[config.mk]
export PLATFORM = sky130hd
export DESIGN_NAME = bridge_fault_supervisor
export DESIGN_NICKNAME = d
export VERILOG_FILES = /design/src/rtl/bfs_pkg.sv /design/src/rtl/bfs_level_filter.sv /design/src/rtl/bfs_trip_latch.sv /design/src/rtl/bfs_hs_guard.sv /design/src/rtl/bridge_fault_supervisor.sv
export SDC_FILE = /design/constraint.sdc
export NUM_CORES = 1
export LEC_CHECK = 0
export CAP_MARGIN = 20
export CORE_ASPECT_RATIO = 0.5
export CORE_MARGIN = 4
export CORE_UTILIZATION = 35
export CTS_CLUSTER_SIZE = 24
export DETAILED_ROUTE_END_ITERATION = 16
export HOLD_SLACK_MARGIN = 0.15
export PLACE_DENSITY = 0.53
export SLEW_MARGIN = 20
export SYNTH_ARGS = -nofsm -noshare
export SYNTH_HDL_FRONTEND = slang
export SYNTH_SLANG_ARGS = --single-unit
[constraint.sdc]
create_clock -name clk -period 4.9 [get_ports clk]
set_input_delay 0.735 -clock clk [delete_from_list [all_inputs] [get_ports clk]]
set_output_delay 0.735 -clock clk [all_outputs]
set_load 0.01 [all_outputs]
[src/rtl/bfs_pkg.sv]
package bfs_pkg;
  // bits needed to hold the values 0 .. limit-1
  function automatic int cnt_bits(input int limit);
    return (limit < 2) ? 1 : $clog2(limit);
  endfunction
endpackage

[src/rtl/bfs_level_filter.sv]
module bfs_level_filter #(
  parameter int STABLE    = 44,
  parameter bit RESET_VAL = 1'b0
) (
  input  logic clk,
  input  logic rst_n,
  input  logic raw_i,
  output logic qual_o
);
  localparam int CW = bfs_pkg::cnt_bits(STABLE);
  localparam logic [CW-1:0] LAST = CW'(STABLE - 1);

  logic [CW-1:0] run_cnt;
  logic          flip;

  // the qualified level follows raw only after STABLE differing samples
  assign flip = (raw_i != qual_o) && (run_cnt == LAST);

  always_ff @(posedge clk) begin
    if (!rst_n) begin
      qual_o  <= RESET_VAL;
      run_cnt <= '0;
    end else if (raw_i == qual_o) begin
      run_cnt <= '0;
    end else if (flip) begin
      qual_o  <= raw_i;
      run_cnt <= '0;
    end else begin
      run_cnt <= run_cnt + 1'b1;
    end
  end

  // a change of the qualified level always agrees with the raw input
  assert_filter_follows_raw_R2: assert property (@(posedge clk) disable iff (!rst_n)
    (qual_o != $past(qual_o)) |-> (qual_o == $past(raw_i)));
endmodule

[src/rtl/bfs_trip_latch.sv]
module bfs_trip_latch #(
  parameter int CLEAR = 206250
) (
  input  logic clk,
  input  logic rst_n,
  input  logic trip_q_i,
  output logic held_o
);
  localparam int CW = bfs_pkg::cnt_bits(CLEAR);
  localparam logic [CW-1:0] LAST = CW'(CLEAR - 1);

  logic          latched;
  logic [CW-1:0] clr_cnt;
  logic          expire;

  assign expire = latched && !trip_q_i && (clr_cnt == LAST);

  always_ff @(posedge clk) begin
    if (!rst_n) begin
      latched <= 1'b1;
      clr_cnt <= '0;
    end else if (trip_q_i) begin
      latched <= 1'b1;
      clr_cnt <= '0;
    end else if (expire) begin
      latched <= 1'b0;
      clr_cnt <= '0;
    end else if (latched) begin
      clr_cnt <= clr_cnt + 1'b1;
    end
  end

  assign held_o = latched | trip_q_i;

  // release only happens with the trip inactive on two samples
  assert_release_after_trip_R3: assert property (@(posedge clk) disable iff (!rst_n)
    $fell(latched) |-> (!trip_q_i && !$past(trip_q_i)));
  // any qualified trip keeps the hold in force on the next cycle
  assert_trip_reloads_R4: assert property (@(posedge clk) disable iff (!rst_n)
    trip_q_i |=> held_o);
endmodule

[src/rtl/bfs_hs_guard.sv]
module bfs_hs_guard #(
  parameter int TR_MIN = 13,
  parameter int HOLD   = 563
) (
  input  logic clk,
  input  logic rst_n,
  input  logic cmd_n_i,
  input  logic supply_uv_i,
  input  logic neg_tr_i,
  input  logic bridge_ok_i,
  output logic permit_o
);
  localparam int RW = bfs_pkg::cnt_bits(TR_MIN);
  localparam int HW = bfs_pkg::cnt_bits(HOLD + 1);
  localparam logic [RW-1:0] RUN_LAST  = RW'(TR_MIN - 1);
  localparam logic [HW-1:0] HOLD_LOAD = HW'(HOLD);

  logic          cmd_prev;
  logic          armed;
  logic [RW-1:0] tr_run;
  logic [HW-1:0] hold_cnt;
  logic          fresh_on;
  logic          tr_qual;
  logic          holding;

  assign fresh_on = cmd_prev & ~cmd_n_i;
  assign tr_qual  = neg_tr_i && (tr_run == RUN_LAST);
  assign holding  = (hold_cnt != '0);

  always_ff @(posedge clk) begin
    if (!rst_n) begin
      cmd_prev <= 1'b1;
      armed    <= 1'b0;
      tr_run   <= '0;
      hold_cnt <= '0;
    end else begin
      cmd_prev <= cmd_n_i;
      if (supply_uv_i)   armed <= 1'b0;
      else if (fresh_on) armed <= 1'b1;
      if (!neg_tr_i)               tr_run <= '0;
      else if (tr_run != RUN_LAST) tr_run <= tr_run + 1'b1;
      if (tr_qual)      hold_cnt <= HOLD_LOAD;
      else if (holding) hold_cnt <= hold_cnt - 1'b1;
    end
  end

  assign permit_o = bridge_ok_i & armed & ~supply_uv_i & ~holding;

  // a weak high-side supply never lets the high side drive
  assert_hs_uv_blocks_R7: assert property (@(posedge clk) disable iff (!rst_n)
    supply_uv_i |-> !permit_o);
  // arming needs a low command sample with a good supply
  assert_arm_on_fall_R8: assert property (@(posedge clk) disable iff (!rst_n)
    $rose(armed) |-> (!$past(cmd_n_i) && !$past(supply_uv_i)));
  // a qualified transient blanks the high side on the next cycle
  assert_transient_hold_R9: assert property (@(posedge clk) disable iff (!rst_n)
    tr_qual |=> !permit_o);
endmodule

[src/rtl/bridge_fault_supervisor.sv]
module bridge_fault_supervisor #(
  parameter int PHASES         = 3,
  parameter int FILTER_CYCLES  = 44,
  parameter int CLEAR_CYCLES   = 206250,
  parameter int TRANSIENT_MIN  = 13,
  parameter int HOLDOFF_CYCLES = 563
) (
  input  logic              clk,
  input  logic              rst_n,
  input  logic              trip_i,
  input  logic              enable_i,
  input  logic              logic_uv_i,
  input  logic [PHASES-1:0] hs_uv_i,
  input  logic [PHASES-1:0] neg_tr_i,
  input  logic [PHASES-1:0] hs_cmd_n_i,
  output logic              fault_n_o,
  output logic [PHASES-1:0] hs_permit_o,
  output logic [PHASES-1:0] ls_permit_o
);
  logic trip_q;
  logic enable_q;
  logic trip_held;
  logic bridge_ok;

  bfs_level_filter #(.STABLE(FILTER_CYCLES), .RESET_VAL(1'b0)) u_trip_filt (
    .clk(clk), .rst_n(rst_n), .raw_i(trip_i), .qual_o(trip_q));

  bfs_level_filter #(.STABLE(FILTER_CYCLES), .RESET_VAL(1'b0)) u_en_filt (
    .clk(clk), .rst_n(rst_n), .raw_i(enable_i), .qual_o(enable_q));

  bfs_trip_latch #(.CLEAR(CLEAR_CYCLES)) u_trip_latch (
    .clk(clk), .rst_n(rst_n), .trip_q_i(trip_q), .held_o(trip_held));

  assign bridge_ok   = enable_q & ~trip_held & ~logic_uv_i;
  assign fault_n_o   = ~(trip_held | logic_uv_i);
  assign ls_permit_o = {PHASES{bridge_ok}};

  for (genvar p = 0; p < PHASES; p++) begin : g_phase
    bfs_hs_guard #(.TR_MIN(TRANSIENT_MIN), .HOLD(HOLDOFF_CYCLES)) u_guard (
      .clk(clk), .rst_n(rst_n),
      .cmd_n_i(hs_cmd_n_i[p]), .supply_uv_i(hs_uv_i[p]), .neg_tr_i(neg_tr_i[p]),
      .bridge_ok_i(bridge_ok), .permit_o(hs_permit_o[p]));
  end

  // a qualified trip reports a fault and stops all six switches
  assert_trip_shuts_bridge_R1: assert property (@(posedge clk) disable iff (!rst_n)
    trip_q |-> (!fault_n_o && hs_permit_o == '0 && ls_permit_o == '0));
  // logic undervoltage reports a fault and stops the low sides
  assert_logic_uv_fault_R5: assert property (@(posedge clk) disable iff (!rst_n)
    logic_uv_i |-> (!fault_n_o && ls_permit_o == '0));
  // a disabled bridge drives nothing
  assert_enable_silences_R6: assert property (@(posedge clk) disable iff (!rst_n)
    !enable_q |-> (hs_permit_o == '0 && ls_permit_o == '0));
  // no high side without its low-side conditions being met
  assert_hs_implies_bridge_ok_R10: assert property (@(posedge clk) disable iff (!rst_n)
    (hs_permit_o != '0) |-> (ls_permit_o != '0 && fault_n_o));
endmodule

=== After elaboration in Yosys (flattened, before gate mapping) ===
Cells that the tools add are included.

* Input port bits: 14
* Output and inout port bits: 7
* Bits in registers: 81

* $add $sub $neg: 9
* Eq/ne operators: 13
* Reductions and logical operators: 29
* Bitwise logic cells: 31
* Multiplexer cells: 6

{| class="wikitable"
|+ Operators by type and width
! cell !! number
|-
| $mux W10 || 6
|-
| $reduce_bool A10 Y1 || 3
|-
| $sub A10 B1 Y10 const B || 3
|-
| $add A18 B1 Y18 const B || 1
|-
| $eq A18 B18 Y1 const B || 1
|-
| $not A1 Y1 || 15
|-
| $and A1 B1 Y1 || 14
|-
| $reduce_or A2 Y1 || 7
|-
| $add A4 B1 Y4 const B || 3
|-
| $add A6 B1 Y6 const B || 2
|-
| $eq A4 B4 Y1 const B || 3
|-
| $eq A6 B6 Y1 const B || 2
|-
| $ne A4 B4 Y1 const B || 3
|-
| $reduce_and A2 Y1 || 5
|-
| $reduce_or A3 Y1 || 3
|-
| $logic_and A1 B1 Y1 || 7
|-
| $reduce_bool A2 Y1 || 3
|-
| $eq A1 B1 Y1 || 2
|-
| $ne A1 B1 Y1 || 2
|-
| $or A1 B1 Y1 || 2
|-
| $logic_not A1 Y1 || 1
|}

=== Longest topological paths before layout ===
Gate-level depths: netlist of run 1.

* Word-level depth: 7
* Depth in mapped cells: 6

=== Hierarchy ===
From an unflattened synthesis of run 1, not the netlist that was laid out.

* Cells, all modules: 431
* Area, all modules: 3988.8 µm²

{| class="wikitable"
|+ Modules (own cells, without submodules)
! module !! cells each !! area each (µm²) !! times used
|-
| bfs_hs_guard || 87 || 822.0 || 3
|-
| bfs_trip_latch || 107 || 923.4 || 1
|-
| bfs_level_filter || 29 || 280.3 || 2
|-
| bridge_fault_supervisor || 5 || 38.8 || 1
|}

=== Worst setup path after synthesis of run 1 ===
Ideal clock, no wire load.

* Path type: flip-flop to output port
* From: reg g_phase[0].u_guard.hold_cnt[0]
* To: out hs_permit_o[0]
* Slack: 2513 ps
* Cell stages (with the launch flop): 7
* Arrival: 1652 ps
* Required time: 4165 ps
* Path buffers: 1
* Cells stage by stage: dfxtp_1 inv_1 ha_1 or4b_1 nor3_4 and4bb_2 buf_4

* Cells in the longest elaborated chain, start to end: 3

{| class="wikitable"
|+ RTL lines
! element !! RTL line !! source
|-
| start: declaration || bfs_hs_guard.sv:21 || <nowiki>logic [HW-1:0] hold_cnt;</nowiki>
|-
| start signal: assignment || bfs_hs_guard.sv:43 || <nowiki>else if (holding) hold_cnt <= hold_cnt - 1'b1;</nowiki>
|-
| $reduce_bool A10 Y1 || bfs_hs_guard.sv:28 || <nowiki>assign holding = (hold_cnt != '0);</nowiki>
|-
| $not A1 Y1 || bfs_hs_guard.sv:47 || <nowiki>assign permit_o = bridge_ok_i & armed & ~supply_uv_i & ~holding;</nowiki>
|-
| $and A1 B1 Y1 || bfs_hs_guard.sv:47 ||
|-
| end: declaration || bridge_fault_supervisor.sv:17 || <nowiki>output logic [PHASES-1:0] hs_permit_o,</nowiki>
|}

Every way passes these cells.

=== Final worst setup path of run 1 ===
Same ends and word-level chain as after synthesis.

==> results of run 1 <==
metal layers:
metal | up-vias | GRT usage (%) | part of all wire [%]
met5 | - | 0 | 0
met4 | 0 | 4.33 | 1.2
met3 | 6 | 3.70 | 2.6
met2 | 30 | 20.3 | 44
met1 | 1386 | 16.2 | 52
li1 | 1578 | - | -
cell usage after synthesis (2+ instances only):
cell / count
xor2_1: 19
or4_1: 5
nor4b_2: 2
dfxtp_1: 81
nor3b_1: 2
nor4_1: 5
a211oi_1: 4
o21ai_0: 7
ha_1: 14
nor4b_1: 6
nor2_1: 56
and3_1: 3
a31oi_1: 6
nor2b_1: 2
nor4bb_1: 3
nand3_1: 26
or3_1: 4
clkbuf_1: 6
or4b_1: 3
or4_4: 2
a21oi_1: 29
xnor2_1: 20
nand2b_1: 3
or2_2: 2
nor3_1: 15
nand4_1: 11
and4_1: 4
buf_4: 6
o31ai_1: 7
nand3b_1: 2
nand2_1: 28
o211ai_1: 2
mux2_2: 2
mux2i_1: 13
inv_1: 23
critical path, stage by stage, from the launching register on:
cell	delay (ps)
dfxtp_1	340
inv_1	130
ha_1	210
or4b_1	530
nor3_4	250
and4bb_2	270
clkdlybuf4s50_1	530
cells by family after synthesis:
family	count (synthesis)	share of synthesized area (%)
simple gates	189	27.1
flops	81	42.0
compound gates	58	8.91
xor+xnor	39	8.85
buf+inv	37	4.41
mux	16	4.24
fa+ha+maj	14	4.54
flip-flops by register name, summed over array words and instances (netlist names):
name	flops
g_phase.u_guard.tr_run	12
g_phase.u_guard.cmd_prev	3
u_trip_filt.qual_o	1
u_en_filt.run_cnt	6
u_trip_latch.latched	1
u_en_filt.qual_o	1
u_trip_latch.clr_cnt	18
g_phase.u_guard.armed	3
g_phase.u_guard.hold_cnt	30
u_trip_filt.run_cnt	6
layout make-up:
cell class | count | area share [%]
well taps | 140 | 3.96
multi-input cells | 316 | 46.9
flip-flops and latches | 81 | 36.7
clock buffers | 12 | 5.35
clock inverters | 4 | 0.453
inverters | 23 | 1.95
repair buffers | 21 | 4.70
worst max-delay path by stage:
stage	cells past startpoint	from	endpoint	slack, ps
6_report	6	g_phase[0].u_guard.hold_cnt[0]$_SDFFE_PN0P_	hs_permit_o[0]	1580
5_1_grt	6	g_phase[1].u_guard.hold_cnt[1]$_SDFFE_PN0P_	hs_permit_o[1]	1360
4_1_cts	6	g_phase[0].u_guard.hold_cnt[0]$_SDFFE_PN0P_	hs_permit_o[0]	1560
3_5_place_dp	5	logic_uv_i	hs_permit_o[1]	1640
3_3_place_gp	5	logic_uv_i	hs_permit_o[1]	1710
2_1_floorplan	6	g_phase[0].u_guard.hold_cnt[0]$_SDFFE_PN0P_	hs_permit_o[0]	2510
stage by stage:
step | hold WS, ps | instances | util (%)
floorplan | 418 | 434 | -
global placement | 436 | 581 | 39.7
detailed placement | 445 | 581 | 39.7
CTS | 454 | 597 | 42.2
global route | 463 | 597 | 42.2
finish | 449 | 597 | 42.2
power by group:
group	internal [mW]	leakage [nW]	switching [mW]
Clock	0.340	0.130	0.244
Sequential	0.765	0.661	0.132
Combinational	0.356	0.854	0.357
==> metrics.txt, run 1 <==
Distinct cells, synth 46; Worst slew margin between 50% and 60%; setup_tns 0 ps; nets between 400 and 500; Critical R2R Capture g_phase[0].u_guard.hold_cnt[1]$_SDFFE_PN0P_; sequential element share of the synthesized area a little over two fifths; pre-CTS setup slack between 1500 and 2000 ps; multi-input logic area 0.00207 sq mm; Final Instance Area 0.00442 sq mm; TritonCTS buffer count 9; Tot Pwr about 2.2 mW; unrepaired setup endpoints after global routing false; Die Span Y roughly 80 microns; syn_nets 462; Via density between 5 and 6; final slew viol count 0; Hold Path End u_trip_filt.run_cnt[0]$_SDFF_PP0_; FFs w/ async S/R, synth 0%; Yosys warnings 0; Peak supply drop roughly 0.20 mV; Die ar. 0.0129 sq mm; worst r2r src g_phase[0].u_guard.hold_cnt[0]$_SDFFE_PN0P_; Die X 157 microns; Pleak between 1.5 and 2 nW; f_max 301 MHz; worst hold stages 1; total track usage approximately an eighth; area leader, netlist dfxtp_1; DP Wirelength about 5300 microns; via count 3,000; first-pass GRT wire length 13,100 microns; synthesized instance count about 430; initial core utilization a little under two fifths; Post-CTS Setup Inserts 0; Crit. End Element primary output; IO Count 21; most frequent cells in the layout 81 x dfxtp_1, 56 x nor2_1, 29 x a21oi_1; Hold WC Path Type reg -> reg; initial drt markers approximately 130; # Max-Cap Violations 0; core area 0.0105 sq mm; Synth Area per Inst about 8.9 sq um; clk_lat worst skew ~330 ps; largest net degree at the start of global routing 22; area delta synth->final 14.5%; Final Hold Viols 0; wire per inst between 10 and 15 microns; Final Setup Violations 0; DR DRC count 0; Hold Crit Start u_trip_filt.run_cnt[0]$_SDFF_PP0_; mapped cell area between 0.003 and 0.004 sq mm; vias in the first global route 2,895; Final Skew between 7 and 8 ps; H-tree depth 3; share of post-route cells with drive strength above 1 6.13%; Root Buffer clkbuf_16; PD cells approximately 500 mW/mm^2; Fillers a little over 1,000; CTS clk-pin slew, worst paths ~60 ps; # rows 26; global route overflow 0; CTS resizes 0; Final period util between 60% and 70%; Post-CTS Hold Fix Bufs 0; Startpoint Class flip-flop; status completed; FF+latch count, synth 81; Post-Place Cell Area between 0.004 and 0.005 sq mm; FF/Latch Area ~0.0016 sq mm; Clock Sinks between 80 and 90; Clock Path Buffers 2; post-route antenna net violation count 0; Setup WS post-layout between 1500 and 2000 ps; DRT Pass-1 Iters 4; routability cong. a little under 0.8; Setup CP Type reg -> out; Tmin final ~3300 ps; area share of the largest cell type after synthesis 42.0%; most common cell after layout, fill and taps aside dfxtp_1; number of flops mapped to enable cells by yosys 0; Port Buffers 20; reg-to-reg setup timing slack around 2900 ps; reg2reg path depth 6; Worst-Margin Slew about 700 ps; Worst Path Required around 4200 ps; Max FO, Critical Path 5; diode count 0; synth top area cells dfxtp_1 42%, nor2_1 5.4%, ha_1 4.5%; WP data arrival approximately 2600 ps; CTS tree done; initial antenna violation count 0; Post-synth top flop dfxtp_1; Total Wirelength ~7400 microns
Power figures use the tool's default switching activity.
==> inputs of run 2 (changes only) <==
Clock period 4.9 ns to 3.4 ns, I/O delays scaled along.
==> run 2 against run 1 <==
Effect of this change:
- non-clock buffer count rose by 1
- highest routed layer unchanged
- clock-buffer cell count did not move
- sequential share of layout area fell by 0.51 points
- critical path type unchanged
- critical path depth did not move
- clock power rose by 73%
- first-iteration DRC count fell by 15%
- combinational power rose by 44%
- total power rose by 52%
==> metrics.txt, run 2 (synthesis gave the netlist of run 1 again) <==
initial core utilization 36.9% (unchanged); cell internal pwr 2.27 mW (+56%); Reg power frac 38.8% (-2.1 points); reg-to-reg setup timing slack 1370 ps (-1490 ps); global route overflow 0 (unchanged); IO Count 21 (unchanged); TritonCTS buffer count 9 (unchanged); vias in the first global route 2,823 (-2.5%); setup_tns 0 ps (unchanged); post-layout util 42.8% (+0.60 points); first-pass GRT wire length 13,000 microns (-1.3%); f_max roughly 320 MHz; Largest Register g_phase.u_guard.hold_cnt; Clock Sinks 81 (unchanged); Total Wirelength 7300 microns (-1.8%); worst r2r src g_phase[0].u_guard.hold_cnt[0]$_SDFFE_PN0P_; Pleak 1.67 nW (+1.7%); Post-CTS Hold Fix Bufs 0 (unchanged); clk_lat worst skew 330 ps (about the same); pre-CTS setup slack 551 ps (-1080 ps); largest net degree at the start of global routing 21 (-4.5%); DR DRC count 0 (unchanged); most common cell after layout, fill and taps aside dfxtp_1; Worst Path Required 2890 ps (-1270 ps); Die Span Y 82.3 microns (unchanged); Max FO, Critical Path 5 (unchanged); worst hold stages 1 (unchanged); Setup WS post-layout 280 ps (-1300 ps); via count 2,995 (-0.17%); DRT Pass-1 Iters 6 (+2); Post-CTS Setup Inserts 0 (unchanged); core area 0.0105 sq mm (unchanged); Root Buffer clkbuf_16; Switching Share 31.7% (-1.7 points); CTS resizes 0 (unchanged); combinational fraction of design power 30.9% (-1.6 points); post-route antenna net violation count 0 (unchanged); status completed; Clock power frac 30.4% (+3.8 points); Worst slew margin 60.1% (+7.1 points); Hold WC Path Type reg -> reg; total track usage 12.5% (-0.10 points); most frequent cells in the layout 81 x dfxtp_1, 56 x nor2_1, 29 x a21oi_1; Setup CP Type reg -> out; WP data arrival 2610 ps (+30 ps); initial antenna violation count 0 (unchanged); Crit. End Element primary output; CTS clk-pin slew, worst paths 60 ps (about the same); Hold Crit Start u_en_filt.run_cnt[0]$_SDFF_PP0_; nets 481 (+0.21%); CTS tree done; Peak supply drop 0.309 mV (+58%); unrepaired setup endpoints after global routing false; H-tree depth 3 (unchanged); routability cong. 0.770 (-2.6%); Final Hold Viols 0 (unchanged); Tot Pwr 3.33 mW (+52%); Final Setup Violations 0 (unchanged); max FFs per register 30 (unchanged); reg2reg path depth 6 (unchanged); Port Buffers 20 (unchanged); Via density 5.02 (-0.17%); # rows 26 (unchanged); diode count 0 (unchanged); Final Skew 6.99 ps (-0.301 ps); Startpoint Class flip-flop; Die ar. 0.0129 sq mm (unchanged); PD cells 743 mW/mm^2 (+50%); # Max-Cap Violations 0 (unchanged); share of post-route cells with drive strength above 1 6.35% (+0.22 points); wire per inst 12.2 microns (-1.8%); Hold Path End u_en_filt.run_cnt[0]$_SDFF_PP0_; largest registers g_phase.u_guard.hold_cnt: 30 flops, u_trip_latch.clr_cnt: 18 flops, g_phase.u_guard.tr_run: 12 flops; DP Wirelength 5320 microns (+0.72%); sw power 1.06 mW (+44%); Final period util 91.8%; Tmin final ~3100 ps; Worst-Margin Slew 598 ps (-105 ps); Clock Path Buffers 2 (unchanged); final slew viol count 0 (unchanged); initial drt markers 112 (-15%); area delta synth->final 16.1%; Die X 157 microns (unchanged); Critical R2R Capture g_phase[0].u_guard.hold_cnt[1]$_SDFFE_PN0P_
-- run 2: cell count changes in the layout (fill, tap and decap cells not counted) --
cell / before / now
clkbuf_1: 3 / 2
buf_4: 1 / 2
clkinv_2: 4 / 1
bufinv_16: 0 / 2
clkbuf_8: 0 / 1
-- run 2: power groups by stage --
stage	clock [mW]	sequential, mW	combinational (mW)
after floorplan	0	1.27	0.890
after global routing	1.08	1.32	1.17
after detailed placement	0	1.31	1.03
final	1.01	1.29	1.03
after global placement	0	1.31	1.03
after CTS	1.05	1.29	1.04
-- run 2: how the worst max path moves through the flow --
stage	slack (ps)	start	to
after global routing	130	g_phase[0].u_guard.hold_cnt[0]$_SDFFE_PN0P_	hs_permit_o[0]
after CTS	260	g_phase[0].u_guard.hold_cnt[0]$_SDFFE_PN0P_	hs_permit_o[0]
final	280	g_phase[0].u_guard.hold_cnt[0]$_SDFFE_PN0P_	hs_permit_o[0]
after detailed placement	550	logic_uv_i	hs_permit_o[1]
after global placement	590	logic_uv_i	hs_permit_o[1]
after floorplan	1240	g_phase[0].u_guard.hold_cnt[0]$_SDFFE_PN0P_	hs_permit_o[0]
-- run 2: per-stage QoR --
step | hold WS, ps | instance area [sq um] | cells
2_1_floorplan | 418 | 3860 | 434
3_3_place_gp | 429 | 4170 | 582
3_5_place_dp | 445 | 4170 | 582
4_1_cts | 455 | 4480 | 597
5_1_grt | 497 | 4480 | 597
6_report | 451 | 4480 | 597
-- run 2: critical path, cell delays in order, from the launching register on --
cell             delay [ps]
dfxtp_1                 330
inv_1                   140
ha_1                    210
or4b_1                  540
nor3_4                  240
and4bb_2                280
clkdlybuf4s50_1         540
-- run 2: per-layer routing --
layer / vias to the layer above / part of all wire, % / GRT usage, %
met1: 1378 / 51 / 16.0
met5: - / 0 / 0
met3: 13 / 3.2 / 3.59
met2: 31 / 44 / 19.7
li1: 1573 / - / -
met4: 0 / 1.8 / 5.45
-- run 2: cell type report --
class	count	area (sq um)
Tap cell	140	175
Inverter	23	86.3
Fill cell	1054	5990
Multi-Input combinational cell	316	2070
Clock inverter	3	65.1
Sequential cell	81	1620
Timing Repair Buffer	22	215
Clock buffer	12	246
==> inputs of run 3 (changes only) <==
Settings changed: ABC_AREA set to 1, CORE_ASPECT_RATIO 0.5 to 1.2, SETUP_SLACK_MARGIN set to 0.2.
==> run 3 against run 2 <==
Effect of this change:
- sequential power decreased by 8%
- clock-buffer cell count decreased by 1
- total power decreased by 0.44%
- routed wire length grew 13%
- final cell count increased by 28%
- clock power is 4% higher
- largest cell class unchanged
- global-route usage is 0.73 points higher
==> metrics.txt, run 3 <==
syn_nets 610 (+32%); Synth Area per Inst 7.13 sq um (-20%); Clock Sinks 81 (unchanged); max FFs per register 30 (unchanged); H-tree depth 3 (unchanged); Die Span Y 127 microns (+55%); reg2reg path depth 7 (+1); post-route antenna net violation count 0 (unchanged); Top Usage Layer GRT met2; unrepaired setup endpoints after global routing false; Hold WC Path Type reg -> reg; initial antenna violation count 0 (unchanged); wire per inst 10.7 microns (-12%); share of post-route cells with drive strength above 1 8.88% (+2.5 points); Via density 4.58 (-8.7%); Final Setup Violations 0 (unchanged); Worst Path Required 2890 ps (about the same); Startpoint Class input port; Clock Path Buffers 2 (unchanged); Setup CP Type in -> out; Total Wirelength 8210 microns (+13%); Tmin final 2680 ps (-443 ps); Die X 107 microns (-31%); Setup WS post-layout 723 ps (+443 ps); largest registers g_phase.u_guard.hold_cnt: 30 flops, u_trip_latch.clr_cnt: 18 flops, g_phase.u_guard.tr_run: 12 flops; Max FO, Critical Path 6 (+1); FFs w/ async S/R, synth 0% (unchanged); Final Skew 4.76 ps (-2.22 ps); vias in the first global route 3,450 (+22%); Final Instance Area 0.00480 sq mm (+7.1%); Largest Register g_phase.u_guard.hold_cnt; Hold Crit Start u_en_filt.run_cnt[0]$_SDFF_PP0_; via count 3,504 (+17%); PD cells 690 mW/mm^2 (-7.1%); setup_tns 0 ps (unchanged); CTS clk-pin slew, worst paths 60 ps (about the same); area share of the largest cell type after synthesis 39.1% (-2.9 points); DP Wirelength 6100 microns (+15%); DRT Pass-1 Iters 4 (-2); Critical R2R Capture g_phase[2].u_guard.hold_cnt[2]$_SDFFE_PP0P_; Post-CTS Setup Inserts 0 (unchanged); DR DRC count 0 (unchanged); mapped cell area 0.00415 sq mm (+7.5%); met2 Use GR 22.9% (+3.1 points); Post-synth top flop dfxtp_1; most numerous cell in the Yosys netlist nand2_1; first-pass GRT wire length 14,900 microns (+15%); Yosys warnings 0 (unchanged); Pleak 2.10 nW (+25%); Post-CTS Hold Fix Bufs 0 (unchanged); worst hold stages 1 (unchanged); Post-Place Cell Area 0.00447 sq mm (+7.3%); number of flops mapped to enable cells by yosys 0 (unchanged); Tot Pwr 3.31 mW (-0.44%); WP data arrival 2170 ps (-440 ps); CTS tree done; Peak supply drop 0.290 mV (-6.2%); Worst-Margin Slew 456 ps (-142 ps); Final Hold Viols 0 (unchanged); Die ar. 0.0137 sq mm (+6.2%); clk_lat worst skew 330 ps (about the same); # Max-Cap Violations 0 (unchanged); area delta synth->final 15.7%; area leader, netlist dfxtp_1; initial drt markers 123 (+9.8%); met3 Use GR 3.13% (-0.46 points); Port Buffers 20 (unchanged); Crit. End Element primary output; Worst slew margin 69.5% (+9.4 points); status completed; nets 631 (+31%); FF+latch count, synth 81 (unchanged); initial core utilization 35.9% (-0.98 points); CTS resizes 0 (unchanged); diode count 0 (unchanged); reg-to-reg setup timing slack 1790 ps (+420 ps); Commonest cells post-synth 122 x nand2_1, 87 x inv_1, 81 x dfxtp_1; core area 0.0116 sq mm (+10%); Final period util 78.7% (-13 points); GR Util met1 15.7% (-0.31 points); Hold Path End u_en_filt.run_cnt[0]$_SDFF_PP0_; most frequent cells in the layout 122 x nand2_1, 87 x inv_1, 81 x dfxtp_1; Root Buffer clkbuf_16; Distinct cells, synth 32 (-30%); synth top area cells dfxtp_1 39%, nand2_1 11%, inv_1 7.9%; IO Count 21 (unchanged); largest net degree at the start of global routing 21 (unchanged); synthesized instance count 582 (+34%); f_max 373 MHz (+17%); TritonCTS buffer count 9 (unchanged); routability cong. 0.870 (+13%); final slew viol count 0 (unchanged); worst r2r src g_phase[2].u_guard.tr_run[0]$_SDFFE_PN0P_; most common cell after layout, fill and taps aside nand2_1; sequential element share of the synthesized area 39.1% (-2.9 points); pre-CTS setup slack 684 ps (+133 ps); total track usage 13.2% (+0.73 points); global route overflow 0 (unchanged); # rows 43 (+65%)
## run 3: changes by cell type after synthesis, moves of 8 or more
cell / delta
nor2_1: +18
xnor2_1: -10
nand3_1: +19
nand2_2: +8
inv_1: +64
nand2_1: +94
mux2i_1: -13
nor2_2: +13
## run 3: layout make-up
cell class | count | area (sq um)
multi-input combinational | 400 | 2110
inverter | 90 | 338
timing repair buffer | 21 | 208
tap | 157 | 196
clock buffer | 11 | 253
sequential | 81 | 1620
fill | 1199 | 6760
clock inverter | 5 | 77.6
## run 3: worst max-delay path: stages
cell and delay [ps]:
clkdlybuf4s50_1 420, nor3_2 160, nand2_1 80, inv_1 220, nand2_1 80, nor3_1 140, clkdlybuf4s50_1 560
## run 3: metal layers
metal	wire length, microns	up-vias
li1	-	1873
met1	3760	1585
met2	4010	35
met3	286	11
met4	158	0
met5	0	-
## run 3: where the power goes
part	internal, mW	total (mW)	switching, mW	leakage (nW)
Clock	0.680	1.05	0.372	0.162
Combinational	0.412	1.07	0.661	1.27
Sequential	1.09	1.19	0.0983	0.662
## run 3: how the worst max path moves through the flow
| stage | cells after the start | slack [ps] | to | startpoint |
|---|---|---|---|---|
| floorplan | 6 | 1670 | hs_permit_o[1] | logic_uv_i |
| detailed placement | 7 | 680 | hs_permit_o[0] | logic_uv_i |
| global placement | 7 | 690 | hs_permit_o[0] | logic_uv_i |
| CTS | 7 | 680 | hs_permit_o[0] | logic_uv_i |
| finish | 7 | 720 | hs_permit_o[0] | logic_uv_i |
| global route | 7 | 520 | hs_permit_o[0] | logic_uv_i |
## run 3: cell families (layout without fill, tap and decap cells)
group,Yosys count,in the layout,share of synthesized area [%]
and+or+nand+nor,310,310,34.4
buffers and inverters,101,127,10.1
DFF,81,81,39.1
AOI/OAI and AO/OA,47,47,6.09
xor gates and xnor gates,29,29,6.12
adders and majority gates,14,14,4.22
## run 3: per-stage QoR
| step | hold slack [ps] | utilization, % | std cells |
|---|---|---|---|
| 2_1_floorplan | 418 | - | 582 |
| 3_3_place_gp | 430 | 38.7 | 749 |
| 3_5_place_dp | 441 | 38.7 | 749 |
| 4_1_cts | 450 | 41.5 | 765 |
| 5_1_grt | 478 | 41.5 | 765 |
| 6_report | 445 | 41.5 | 765 |
